===== config.mk =====
export PLATFORM = sky130hd
export DESIGN_NAME = cmp_sample_filter
export DESIGN_NICKNAME = d
export VERILOG_FILES = /design/src/rtl/cmpf_pkg.sv /design/src/rtl/cmpf_sync.sv /design/src/rtl/cmpf_prescaler.sv /design/src/rtl/cmpf_agree.sv /design/src/rtl/cmp_sample_filter.sv
export SDC_FILE = /design/constraint.sdc
export NUM_CORES = 1
export LEC_CHECK = 0
export BUFFER_PORTS_ARGS = -buffer_cell sky130_fd_sc_hd__buf_2
export CORE_UTILIZATION = 45
export DETAILED_ROUTE_END_ITERATION = 8
export PLACE_DENSITY = 0.66
export SKIP_CTS_REPAIR_TIMING = 1
export SLEW_MARGIN = 20
export SYNTH_ARGS = -nofsm -noshare
export SYNTH_HDL_FRONTEND = slang
export SYNTH_HIERARCHICAL = 1
export SYNTH_SLANG_ARGS = --single-unit

===== constraint.sdc =====
create_clock -name clk -period 3.3 [get_ports clk]
set_input_delay 0.165 -clock clk [delete_from_list [all_inputs] [get_ports clk]]
set_output_delay 0.165 -clock clk [all_outputs]
set_load 0.03 [all_outputs]

===== src/rtl/cmpf_pkg.sv =====
package cmpf_pkg;

  typedef enum logic [1:0] {
    GATE_OFF  = 2'd0,
    GATE_HOLD = 2'd1,
    GATE_RUN  = 2'd2
  } gate_e;

  function automatic gate_e gate_of(input logic en, input logic win, input logic ext);
    if (!en)             return GATE_OFF;
    else if (win && !ext) return GATE_RUN;
    else                 return GATE_HOLD;
  endfunction

endpackage


===== src/rtl/cmpf_sync.sv =====
module cmpf_sync #(
  parameter int STAGES = 2
) (
  input  logic clk,
  input  logic rst,
  input  logic d_in,
  output logic d_out
);

  logic [STAGES-1:0] chain_q;

  always_ff @(posedge clk) begin
    if (rst) chain_q <= '0;
    else     chain_q <= {chain_q[STAGES-2:0], d_in};
  end

  assign d_out = chain_q[STAGES-1];

  assert_sync_depth_R10: assert property (@(posedge clk) disable iff (rst)
    (!$past(rst) && !$past(rst, 2)) |-> (d_out == $past(d_in, 2)))
    else $error("sync depth");

endmodule


===== src/rtl/cmpf_prescaler.sv =====
module cmpf_prescaler #(
  parameter int PER_W = 8
) (
  input  logic             clk,
  input  logic             rst,
  input  logic             clr,
  input  logic             active,
  input  logic [PER_W-1:0] period,
  output logic             tick
);

  logic [PER_W-1:0] cnt_q;
  logic [PER_W-1:0] last;

  always_comb begin
    last = (period == '0) ? '0 : period - 1'b1;
  end

  assign tick = active && (cnt_q >= last);

  always_ff @(posedge clk) begin
    if (rst || clr)  cnt_q <= '0;
    else if (active) cnt_q <= tick ? '0 : cnt_q + 1'b1;
  end

  assert_tick_restarts_R2: assert property (@(posedge clk) disable iff (rst)
    (tick && !clr) |=> (cnt_q == '0))
    else $error("prescaler did not restart");

  assert_frozen_when_idle_R6: assert property (@(posedge clk) disable iff (rst)
    (!active && !clr) |=> $stable(cnt_q))
    else $error("prescaler moved while idle");

  assert_cleared_when_off_R8: assert property (@(posedge clk) disable iff (rst)
    clr |=> (cnt_q == '0))
    else $error("prescaler not cleared");

endmodule


===== src/rtl/cmpf_agree.sv =====
module cmpf_agree #(
  parameter int CNT_W = 3
) (
  input  logic             clk,
  input  logic             rst,
  input  logic             en,
  input  logic             tick,
  input  logic             sample,
  input  logic [CNT_W-1:0] need,
  output logic             level
);

  localparam int W = CNT_W + 1;

  logic [CNT_W-1:0] run_q;
  logic [W-1:0]     need_eff;
  logic [W-1:0]     run_next;

  always_comb begin
    need_eff = (need <= 1) ? W'(1) : W'(need);
    run_next = W'(run_q) + W'(1);
  end

  always_ff @(posedge clk) begin
    if (rst || !en) begin
      level <= 1'b0;
      run_q <= '0;
    end else if (tick) begin
      if (sample == level) begin
        run_q <= '0;
      end else if (run_next >= need_eff) begin
        level <= sample;
        run_q <= '0;
      end else begin
        run_q <= run_q + 1'b1;
      end
    end
  end

  assert_off_forces_low_R8: assert property (@(posedge clk) disable iff (rst)
    !en |=> (level == 1'b0 && run_q == '0))
    else $error("disable did not clear");

  assert_hold_without_tick_R6: assert property (@(posedge clk) disable iff (rst)
    (en && !tick) |=> $stable(level))
    else $error("output moved without sample");

  assert_match_restarts_R3: assert property (@(posedge clk) disable iff (rst)
    (en && tick && sample == level) |=> (run_q == '0))
    else $error("matching sample did not restart count");

endmodule


===== src/rtl/cmp_sample_filter.sv =====
module cmp_sample_filter
  import cmpf_pkg::*;
#(
  parameter int CNT_W = 3,
  parameter int PER_W = 8
) (
  input  logic             clk,
  input  logic             rst,
  input  logic             raw_in,
  input  logic             win_en,
  input  logic             mod_en,
  input  logic             ext_sel,
  input  logic [CNT_W-1:0] filt_cnt,
  input  logic [PER_W-1:0] filt_per,
  output logic             cout_filt
);

  localparam int SYNC_STAGES = 2;

  gate_e gate;
  logic  synced;
  logic  tick;

  assign gate = gate_of(mod_en, win_en, ext_sel);

  cmpf_sync #(.STAGES(SYNC_STAGES)) u_sync (
    .clk   (clk),
    .rst   (rst),
    .d_in  (raw_in),
    .d_out (synced)
  );

  cmpf_prescaler #(.PER_W(PER_W)) u_presc (
    .clk    (clk),
    .rst    (rst),
    .clr    (gate == GATE_OFF),
    .active (gate == GATE_RUN),
    .period (filt_per),
    .tick   (tick)
  );

  cmpf_agree #(.CNT_W(CNT_W)) u_agree (
    .clk    (clk),
    .rst    (rst),
    .en     (gate != GATE_OFF),
    .tick   (tick),
    .sample (synced),
    .need   (filt_cnt),
    .level  (cout_filt)
  );

  assert_reset_low_R1: assert property (@(posedge clk)
    $past(rst) |-> (cout_filt == 1'b0))
    else $error("reset state");

  assert_ext_holds_R7: assert property (@(posedge clk) disable iff (rst)
    (mod_en && ext_sel) |=> $stable(cout_filt) || !mod_en)
    else $error("output moved with external source selected");

endmodule


==> results.tsv <==
stage	metric	value	unit
power_and_ir_drop	power-per-cell-area	268	nW/um^2
routing	vias	908	
placed_design	place_congestion	0.771	
timing	worstMarginPinSlew	482	ps
routing	drc	0	
routing	drtIter0Drc	10	
cells_and_area	layout_commonest_cell	buf_2	
routing	first_pass_iters	2	
critical_path	cp_slowest_cell	or4_4	
critical_path	crit_path_frequent_cell	nand2b_1	
synthesis	syn-cell-area	1100	sq um
global_route	globalRouteOverflowTotal	0	
die	start_util	49.0	%
die	fp-row-count	17	
cts	cts.htree.levels	1	
synthesis	synthArstFlopShare	0	%
routing	wl_per_cell	11.0	microns
global_route	grt_usage	16.1	%
cts	cts_tree	done	
synthesis	synth_compound_area_share	13.6	%
cells_and_area	fin_area	1260	sq um
global_route	grt_max_degree	10	
global_route	grt_pass1_vias	806	
timing	fin_skew	1.68	ps
synthesis	synth_edf_count	0	
cts	cts_buffer_depth	2	
synthesis	synth_seq_cells	14	
global_route	antenna_found_initial	0	
critical_path	cp_max_fo	9	
synthesis	synth_xor_area_share	9.51	%
power_and_ir_drop	p_sw_share	23.0	%
critical_path	cp_top_family	simple AND/OR/NAND/NOR gates	
critical_path	cp.required	3510	ps
global_route	grt_pass1_wl	3260	microns
synthesis	synth_cell_types	39	
placed_design	portBuffers	17	
power_and_ir_drop	combPwrFrac	14.5	%
power_and_ir_drop	power_frac_clock	34.8	%
critical_path	end_kind	flop	
cts	numCtsBuffers	3	
power_and_ir_drop	intPower	0.260	mW
cts	clock-sinks	14	
cells_and_area	fill_cells	225	
critical_path	cpPeakStageDelay	560	ps
placed_design	placed_area	1220	sq um
synthesis	synth.area.top_cells	dfxtp_1, ha_1, xor2_1	
run_status	status	completed	
synthesis	yosys.area.top_type	dfxtp_1	
synthesis	synth_top_family_by_area	simple AND/OR/NAND/NOR gates	
power_and_ir_drop	power	0.337	mW
synthesis	ys_warn_count	6	
critical_path	start_kind	input port	
synthesis	synth_top_cell_area_share	25.4	%
placed_design	hpwl	1610	microns
die	coreArea	2250	sq um
timing	relSlewSlack	67.7	%
cts	clk_latency	270	ps
timing	fin_crit_sh	81.5	%
power_and_ir_drop	p_leak	0.628	nW
die	die_h	51.6	microns
die	die_area	2660	sq um
cells_and_area	layout.nets	179	
critical_path	arrival	2900	ps
timing	setup_violations	0	
cts	root_buffer	clkbuf_4	
cells_and_area	final_cell_mix	buf_2, ha_1, dfxtp_1	
timing	slew_viol_final	0	
critical_path	crit_buf_inv	1	
routing	drtAntennaViolNets	0	
synthesis	syn_inst	127	
timing	fin_crit	2690	ps
timing	fmax	0.372	GHz
synthesis	synth_area_per_cell	8.70	sq um
job	drv_cap	0	
synthesis	postSynthNetCount	158	
cells_and_area	final_layout_size_suffix_gt1_share	20.4	%
cells_and_area	diodes	0	
synthesis	synth_flop_cell	dfxtp_1	
synthesis	ys_seq_area_share	25.4	%
cells_and_area	area_growth	13.8	%
timing	setup_tns	0	ps
cts	path_clk_slew	80	ps
synthesis	synthAdderAreaFrac	15.9	%
timing	rsz0062_at_grt	no	
critical_path	crit_chain	buf_2 -> or4_4 -> nor4_4 -> nand3_1 -> o21a_1 -> ha_1 -> nand4_1 -> a311oi_4 -> nand2b_1 -> o2111ai_1 -> nand2b_1 -> a21boi_2	
synthesis	synth_mux_area_share	1.93	%
timing	whs	83.9	ps
timing	hold_violations	0	
die	die_x	51.6	microns
die	io-pin-count	18	
critical_path	crit_type	in2reg	
routing	routed_via_density	5.19	
power_and_ir_drop	vdd_ir_drop_max	327	uV
worst_hold_path	hold_class	in2reg	
synthesis	synth-simple-area-share	29.7	%
routing	wl	1920	microns
power_and_ir_drop	power_switching	0.0776	mW
power_and_ir_drop	pwr-share-seq	50.7	%
## routing by layer
layer	wire, microns	GRT usage, %	vias to the layer above
met5	0	0	-
met4	0	2.70	0
met3	44	4.39	0
met2	914	26.4	6
met1	964	21.1	410
li1	-	-	492
## logic make-up (layout without fill, tap and decap cells)
| kind of cell | count (synthesis) | after routing |
|---|---|---|
| buf+inv | 12 | 32 |
| flops | 14 | 14 |
| simple gates | 54 | 54 |
| compound gates | 19 | 19 |
| fa+ha+maj | 14 | 14 |
| mux | 2 | 2 |
| xor+xnor | 12 | 12 |
## power groups by stage
stage / sequential, mW / clock [mW] / combinational [mW]
finish: 0.171 / 0.117 / 0.0487
detailed placement: 0.175 / 0 / 0.0485
floorplan: 0.175 / 0 / 0.0292
CTS: 0.171 / 0.123 / 0.0489
global placement: 0.175 / 0 / 0.0472
global route: 0.171 / 0.133 / 0.0549
## worst register-to-register path, stage by stage, from the launching register on
cell and delay, ps:
dfxtp_1 410, inv_1 70, ha_1 270, and3_1 150
o21ai_1 90, a311oi_4 470, nand2b_1 270, o2111ai_1 170
nand2b_1 190, a21boi_2 110
## metrics by stage
| step | std cells | worst slack (ps) | util, % |
|---|---|---|---|
| floorplan | 127 | 684 | - |
| global placement | 171 | 419 | 54.2 |
| detailed placement | 171 | 326 | 54.2 |
| CTS | 175 | 618 | 55.8 |
| global route | 175 | 393 | 55.8 |
| finish | 175 | 612 | 55.8 |
## sequential cells by signal, summed over array words and instances, names as in the netlist
signal	count
u_agree/level	1
u_agree/run_q	3
u_presc/cnt_q	8
u_sync/chain_q	2
## final timing paths
kind,end,slack [ps],from,cells past startpoint
min reg2reg,u_sync/chain_q[1],450,u_sync/chain_q[0],1
max,u_agree/run_q[2],610,filt_per[3],12
min,u_sync/chain_q[1],80,rst,2
max reg2reg,u_agree/run_q[2],1050,u_presc/cnt_q[0],9
## final cells by class
class                           instances  area [sq um]  area share (%)
Clock buffer                            4          36.3            2.89
Inverter                               11          41.3            3.28
Multi-Input combinational cell        101           779            62.0
Sequential cell                        14           280            22.3
Tap cell                               28          35.0            2.79
Timing Repair Buffer                   17          85.1            6.77
## cells in the mapped netlist, types with 2 or more instances
cell / number
a21oi_1: 4
and2_1: 2
and4b_1: 3
dfxtp_1: 14
ha_1: 14
inv_1: 11
nand2_1: 11
nand2b_1: 3
nand3_1: 7
nand4_1: 3
nor2_1: 10
nor2b_1: 4
nor3_1: 2
o21a_1: 2
o21ai_0: 2
or4_4: 2
xnor2_1: 4
xor2_1: 8
No activity file was read; power rests on OpenSTA's default activity.
